$ cat src/rtl/rs_pool_pkg.sv
package rs_pool_pkg;

  // Life of one slot: empty, holding an instruction, handed to the unit.
  typedef enum logic [1:0] {
    SLOT_FREE     = 2'd0,
    SLOT_HELD     = 2'd1,
    SLOT_LAUNCHED = 2'd2
  } slot_state_e;

endpackage

$ cat src/rtl/rs_operand.sv
module rs_operand #(
  parameter int DATA_W = 16,
  parameter int TAG_W  = 3
) (
  input  logic              clk,
  input  logic              rst_n,
  input  logic              load,
  input  logic [DATA_W-1:0] ld_val,
  input  logic [TAG_W-1:0]  ld_tag,
  input  logic              bus_valid,
  input  logic [TAG_W-1:0]  bus_tag,
  input  logic [DATA_W-1:0] bus_data,
  output logic [DATA_W-1:0] val,
  output logic [TAG_W-1:0]  tag,
  output logic              avail
);

  logic [DATA_W-1:0] val_q, val_d;
  logic [TAG_W-1:0]  tag_q, tag_d;
  logic              upd_en;
  logic              fwd_hit, snoop_hit;

  always_comb begin
    fwd_hit   = bus_valid && (ld_tag != '0) && (ld_tag == bus_tag);
    snoop_hit = bus_valid && (tag_q != '0) && (tag_q == bus_tag);
    upd_en    = 1'b0;
    val_d     = val_q;
    tag_d     = tag_q;
    if (load) begin
      upd_en = 1'b1;
      val_d  = fwd_hit ? bus_data : ld_val;
      tag_d  = fwd_hit ? '0 : ld_tag;
    end else if (snoop_hit) begin
      upd_en = 1'b1;
      val_d  = bus_data;
      tag_d  = '0;
    end
  end

  always_ff @(posedge clk or negedge rst_n) begin
    if (!rst_n) begin
      val_q <= '0;
      tag_q <= '0;
    end else if (upd_en) begin
      val_q <= val_d;
      tag_q <= tag_d;
    end
  end

  assign val   = val_q;
  assign tag   = tag_q;
  assign avail = (tag_q == '0);

endmodule

$ cat src/rtl/rs_slot.sv
module rs_slot
  import rs_pool_pkg::*;
#(
  parameter int DATA_W = 16,
  parameter int OP_W   = 4,
  parameter int TAG_W  = 3,
  parameter int MY_TAG = 1
) (
  input  logic              clk,
  input  logic              rst_n,
  input  logic              alloc,
  input  logic              launch,
  input  logic [OP_W-1:0]   op_in,
  input  logic [DATA_W-1:0] val_a_in,
  input  logic [TAG_W-1:0]  tag_a_in,
  input  logic [DATA_W-1:0] val_b_in,
  input  logic [TAG_W-1:0]  tag_b_in,
  input  logic              bus_valid,
  input  logic [TAG_W-1:0]  bus_tag,
  input  logic [DATA_W-1:0] bus_data,
  output logic              busy,
  output logic              ready,
  output logic [OP_W-1:0]   op_out,
  output logic [DATA_W-1:0] a_out,
  output logic [DATA_W-1:0] b_out
);

  localparam logic [TAG_W-1:0] SELF_TAG = TAG_W'(MY_TAG);

  slot_state_e       state_q, state_d;
  logic [OP_W-1:0]   op_q;
  logic              a_avail, b_avail;
  logic              own_bcast;
  logic [TAG_W-1:0]  a_tag_unused, b_tag_unused;

  assign own_bcast = bus_valid && (bus_tag == SELF_TAG);

  always_comb begin
    state_d = state_q;
    if (alloc) begin
      state_d = SLOT_HELD;
    end else if (own_bcast && (state_q != SLOT_FREE)) begin
      state_d = SLOT_FREE;
    end else if (launch) begin
      state_d = SLOT_LAUNCHED;
    end
  end

  always_ff @(posedge clk or negedge rst_n) begin
    if (!rst_n) begin
      state_q <= SLOT_FREE;
    end else begin
      state_q <= state_d;
    end
  end

  always_ff @(posedge clk or negedge rst_n) begin
    if (!rst_n) begin
      op_q <= '0;
    end else if (alloc) begin
      op_q <= op_in;
    end
  end

  rs_operand #(.DATA_W(DATA_W), .TAG_W(TAG_W)) u_opnd_a (
    .clk(clk), .rst_n(rst_n), .load(alloc),
    .ld_val(val_a_in), .ld_tag(tag_a_in),
    .bus_valid(bus_valid), .bus_tag(bus_tag), .bus_data(bus_data),
    .val(a_out), .tag(a_tag_unused), .avail(a_avail)
  );

  rs_operand #(.DATA_W(DATA_W), .TAG_W(TAG_W)) u_opnd_b (
    .clk(clk), .rst_n(rst_n), .load(alloc),
    .ld_val(val_b_in), .ld_tag(tag_b_in),
    .bus_valid(bus_valid), .bus_tag(bus_tag), .bus_data(bus_data),
    .val(b_out), .tag(b_tag_unused), .avail(b_avail)
  );

  assign busy   = (state_q != SLOT_FREE);
  assign ready  = (state_q == SLOT_HELD) && a_avail && b_avail;
  assign op_out = op_q;

endmodule

$ cat src/rtl/rs_lowest_pick.sv
module rs_lowest_pick #(
  parameter int N     = 4,
  parameter int IDX_W = (N > 1) ? $clog2(N) : 1
) (
  input  logic [N-1:0]     req,
  output logic             found,
  output logic [N-1:0]     gnt,
  output logic [IDX_W-1:0] idx
);

  always_comb begin
    found = 1'b0;
    gnt   = '0;
    idx   = '0;
    for (int i = N - 1; i >= 0; i--) begin
      if (req[i]) begin
        found = 1'b1;
        gnt   = '0;
        gnt[i] = 1'b1;
        idx   = IDX_W'(i);
      end
    end
  end

endmodule

$ cat src/rtl/rs_pool.sv
module rs_pool #(
  parameter int NUM_ENTRIES = 4,
  parameter int DATA_W      = 16,
  parameter int OP_W        = 4,
  parameter int TAG_W       = $clog2(NUM_ENTRIES + 1)
) (
  input  logic              clk,
  input  logic              rst_n,
  input  logic              iss_valid,
  input  logic [OP_W-1:0]   iss_op,
  input  logic [DATA_W-1:0] iss_val_a,
  input  logic [TAG_W-1:0]  iss_tag_a,
  input  logic [DATA_W-1:0] iss_val_b,
  input  logic [TAG_W-1:0]  iss_tag_b,
  output logic              iss_ready,
  output logic [TAG_W-1:0]  iss_tag,
  input  logic              bus_valid,
  input  logic [TAG_W-1:0]  bus_tag,
  input  logic [DATA_W-1:0] bus_data,
  output logic              disp_valid,
  input  logic              disp_ready,
  output logic [OP_W-1:0]   disp_op,
  output logic [DATA_W-1:0] disp_a,
  output logic [DATA_W-1:0] disp_b,
  output logic [TAG_W-1:0]  disp_tag
);

  localparam int IDX_W = (NUM_ENTRIES > 1) ? $clog2(NUM_ENTRIES) : 1;

  logic [NUM_ENTRIES-1:0] busy_vec, ready_vec;
  logic [NUM_ENTRIES-1:0] alloc_gnt, disp_gnt;
  logic [NUM_ENTRIES-1:0] alloc_vec, launch_vec;
  logic [IDX_W-1:0]       alloc_idx, disp_idx;
  logic                   free_found, ready_found;
  logic                   iss_fire, disp_fire;

  logic [OP_W-1:0]   op_arr [NUM_ENTRIES];
  logic [DATA_W-1:0] a_arr  [NUM_ENTRIES];
  logic [DATA_W-1:0] b_arr  [NUM_ENTRIES];

  rs_lowest_pick #(.N(NUM_ENTRIES), .IDX_W(IDX_W)) u_alloc_pick (
    .req(~busy_vec), .found(free_found), .gnt(alloc_gnt), .idx(alloc_idx)
  );

  rs_lowest_pick #(.N(NUM_ENTRIES), .IDX_W(IDX_W)) u_disp_pick (
    .req(ready_vec), .found(ready_found), .gnt(disp_gnt), .idx(disp_idx)
  );

  assign iss_fire   = iss_valid && free_found;
  assign disp_fire  = ready_found && disp_ready;
  assign alloc_vec  = alloc_gnt & {NUM_ENTRIES{iss_fire}};
  assign launch_vec = disp_gnt & {NUM_ENTRIES{disp_fire}};

  for (genvar g = 0; g < NUM_ENTRIES; g++) begin : g_slot
    rs_slot #(
      .DATA_W(DATA_W), .OP_W(OP_W), .TAG_W(TAG_W), .MY_TAG(g + 1)
    ) u_slot (
      .clk(clk), .rst_n(rst_n),
      .alloc(alloc_vec[g]), .launch(launch_vec[g]),
      .op_in(iss_op),
      .val_a_in(iss_val_a), .tag_a_in(iss_tag_a),
      .val_b_in(iss_val_b), .tag_b_in(iss_tag_b),
      .bus_valid(bus_valid), .bus_tag(bus_tag), .bus_data(bus_data),
      .busy(busy_vec[g]), .ready(ready_vec[g]),
      .op_out(op_arr[g]), .a_out(a_arr[g]), .b_out(b_arr[g])
    );
  end

  assign iss_ready  = free_found;
  assign iss_tag    = free_found ? (TAG_W'(alloc_idx) + TAG_W'(1)) : '0;
  assign disp_valid = ready_found;
  assign disp_tag   = ready_found ? (TAG_W'(disp_idx) + TAG_W'(1)) : '0;
  assign disp_op    = op_arr[disp_idx];
  assign disp_a     = a_arr[disp_idx];
  assign disp_b     = b_arr[disp_idx];

endmodule

$ cat config.mk
export PLATFORM = sky130hd
export DESIGN_NAME = rs_pool
export DESIGN_NICKNAME = d
export VERILOG_FILES = /design/src/rtl/rs_pool_pkg.sv /design/src/rtl/rs_operand.sv /design/src/rtl/rs_slot.sv /design/src/rtl/rs_lowest_pick.sv /design/src/rtl/rs_pool.sv
export SDC_FILE = /design/constraint.sdc
export NUM_CORES = 1
export LEC_CHECK = 0
export ABC_AREA = 1
export BUFFER_PORTS_ARGS = -buffer_cell sky130_fd_sc_hd__buf_2
export CAP_MARGIN = 40
export CORE_ASPECT_RATIO = 1.2
export CORE_MARGIN = 1
export CORE_UTILIZATION = 40
export CTS_CLUSTER_SIZE = 16
export DETAILED_ROUTE_END_ITERATION = 6
export PLACE_DENSITY_LB_ADDON = 0.05
export SYNTH_ARGS = -nofsm -noshare
export SYNTH_HDL_FRONTEND = slang
export SYNTH_HIERARCHICAL = 1
export SYNTH_SLANG_ARGS = --single-unit
$ cat constraint.sdc
create_clock -name clk -period 2 [get_ports clk]
set_input_delay 0.3 -clock clk [delete_from_list [all_inputs] [get_ports clk]]
set_output_delay 0.3 -clock clk [all_outputs]
set_load 0.005 [all_outputs]
==> results.yml <==
clocking:
  clk_latency_ns: 0.46
  path_clk_slew_ns: 0.07
  clockBufferDepth: 2
  ctsHtreeMaxLevel: 4
  cts_root_buf: "clkbuf_16"
  cts_sinks: 176
  cts_tree: "built"
  cts_made_buffers: 17
worst_hold_path:
  holdPathStages: 3
  hold_class: "in2reg"
worst_setup_path:
  reg2reg_depth: 15
  cpMaxStageDelayCell: "dfrtp_1"
  crit_fanout: 18
  reg2reg_to: "g_slot[1].u_slot/state_q[1]"
  critPathCaptureType: "output port"
  critPathMaxStageDelay_ns: 0.41
  crit_top_cell: "nor3_4"
  path_class: "reg2out"
  crit_start: "g_slot[3].u_slot/u_opnd_a/tag[1]"
  r2r_start: "g_slot[3].u_slot/u_opnd_a/tag[1]"
  startpoint_type: "register"
  cp.required_ns: 1.70
  r2r_slack_ns: -0.03
  crit_end: "disp_a[7]"
  crit_chain: "nor3_4 > nand2_2 > nor3_4 > buf_4 > nor2_1 > nor2_4 > clkinv_4 > buf_12 > nand3_1 > nand2_1 > buf_2"
  crit_arrival_ns: 2.37
place:
  dp_slack_ns: -0.553
  io_buffers: 109
  gp_congestion: 0.868
  dp.final_hpwl_mm: 33.0
  dp_cells: 2565
drt:
  routed_via_density: 5.18
  routed_wl_mm: 55.4
  final_antenna_net_count: 0
  drt_first_pass_iters: 5
  drc: 0
  route.vias.total: 14000
  wl_per_cell_um: 20.5
  dr.first_iter.drc_count: 1030
power:
  leakagePower_nw: 10.1
  ir_worst_vdd_mv: 0.884
  p_per_area_nw_per_um2: 1730
  total_power_mw: 33.4
synth:
  async_flop_share_pct: 100
  synth-edff-count: 0
  ys_ff_latch: 176
  ys_top_cells_by_area: "dfrtp_1, nand2_1, nand3_2, nand3_1, inv_1"
  synth_top_cell_by_area: "dfrtp_1"
  synth_cell_types: 26
  netlist_instances: 1945
  synth-main-ff-cell: "dfrtp_1"
  yosysMostFrequentCell: "nand2_1"
  syn_area_per_cell_um2: 7.03
  seq_area_frac_synth_pct: 32.2
  syn-cell-area_um2: 13700
  syn-num-nets: 2013
  yosysTopAreaCellShare_pct: 32.2
  synth_warnings: 6
  netlist_top_cells_count: "nand2_1, nand3_1, inv_1, dfrtp_1, nand3_2"
run_status:
  violations: "negative setup slack"
  status: "complete, but fails checks"
floorplanning:
  num_rows: 73
  dieArea_um2: 34900
  core_um2: 33400
  ios: 110
  initial_core_util_pct: 40.9
  die_y_um: 205
  fp.dieW_um: 171
timing:
  period_share_pct: 133
  worstMarginPinSlew_ns: 0.511
  final-setup-viol-count: 78
  final_hold_viol_count: 0
  rsz0062_at_grt: "true"
  final.min_clock_period_ns: 2.67
  skew_ns: 0.0116
  slew_headroom_pct: 65.9
  holdWs_ns: 0.123
  finalMaxSlewViolations: 0
  max_freq_mhz: 375
  fin_ws_ns: -0.670
global_routing:
  grt_pass1_vias: 13400
  antenna_found_initial: 0
  grt_start_max_net_pins: 47
  grt_pass1_wl_mm: 77.5
  grt_overflow: 0
  grt_use_total_pct: 29.7
cells_and_area:
  layoutNonFillerInstCount: 2697
  antenna_cells: 0
  utilization_pct: 57.7
  n_fill_cell: 3156
  fin_nets: 2302
  synthToLayoutAreaGrowth_pct: 41.1
  layout-drive-gt1-share_pct: 44.4
job:
  cap_viol_max_count: 0
## where the power goes
part | switching (mW) | internal [mW]
clock | 1.57 | 2.37
combinational | 12.7 | 10.1
sequential | 1.27 | 5.37
## registers in the layout, summed over array words and instances (netlist names)
name,count
g_slot.u_slot/u_opnd_b/tag,12
g_slot.u_slot/u_opnd_a/tag,12
g_slot.u_slot/u_opnd_a/val,64
g_slot.u_slot/state_q,8
g_slot.u_slot/op_out,16
g_slot.u_slot/u_opnd_b/val,64
## how the worst min path moves through the flow
| stage | from | end | slack [ns] |
|---|---|---|---|
| 6_report | iss_op[2] | g_slot[0].u_slot/op_out[2] | 0.12 |
| 2_1_floorplan | rst_n | g_slot[0].u_slot/op_out[0] | 0.004 |
| 4_1_cts | iss_op[2] | g_slot[2].u_slot/op_out[2] | 0.11 |
| 3_5_place_dp | rst_n | g_slot[3].u_slot/state_q[0] | 0.24 |
| 3_3_place_gp | rst_n | g_slot[3].u_slot/state_q[0] | 0.24 |
| 5_1_grt | iss_op[2] | g_slot[0].u_slot/op_out[2] | 0.12 |
## through the flow
step           cell area, um2  setup TNS, ns
5_1_grt                 19300         -42.04
6_report                19300         -25.61
4_1_cts                 17000         -29.37
3_5_place_dp            15500         -20.23
3_3_place_gp            15500         -19.91
2_1_floorplan           13700          -8.16
## layout by cell type, fill, tap and decap left out, types with 29 or more instances in the layout
cell type    n
dfrtp_1    175
clkbuf_16   32
nand3_1    196
buf_4      103
nand3_4     29
nand3_2    263
nand2_2     86
nand2_8     29
nand2_1    561
buf_12      53
inv_2      131
inv_1      253
buf_2      106
## repair_timing
| action | 4_1_cts | 5_1_grt |
|---|---|---|
| buffers inserted | 32 | 35 |
| resized for setup | 99 | 386 |
| gates cloned | 12 | 32 |
| setup endpoints to repair | 120 | 210 |
| hold buffers | 1 | 0 |
| pin swaps | 28 | 148 |
| hold endpoints to repair | 30 | 0 |
## critical path, delay by kind of cell, from the launching register on
| family | cells | cell delay [ns] |
|---|---|---|
| buffers and inverters | 4 | 0.60 |
| AND/OR/NAND/NOR | 7 | 0.88 |
| flip-flops | 1 | 0.41 |
## cell families (layout without fill, tap and decap cells)
logic type	after synthesis	count (layout)	synth area share, %
fa+ha+maj	2	2	0.183
simple gates	1238	1261	48.8
buf+inv	488	767	17.3
compound gates	41	41	1.50
flops	176	176	32.2
## area by class of cell
type                    instances  area (um2)  area share [%]
clock buffers                  21         450            2.33
clock inverters                11         210            1.09
inverters                     408        1650            8.57
multi-input cells            1304        8550            44.3
flip-flops and latches        176        4410            22.8
well taps                     450         563            2.92
repair buffers                327        3470            18.0
## layer usage
| metal | global-route usage [%] | wire (um) | part of all wire, % | vias to the layer above |
|---|---|---|---|---|
| li1 | - | - | - | 6582 |
| met1 | 37.1 | 22400 | 40 | 6741 |
| met2 | 52.3 | 27600 | 50 | 498 |
| met3 | 2.99 | 2620 | 4.7 | 142 |
| met4 | 11.6 | 2680 | 4.8 | 0 |
| met5 | 0 | 0 | 0 | - |
Note: power is estimated with default switching activity, not from simulation.
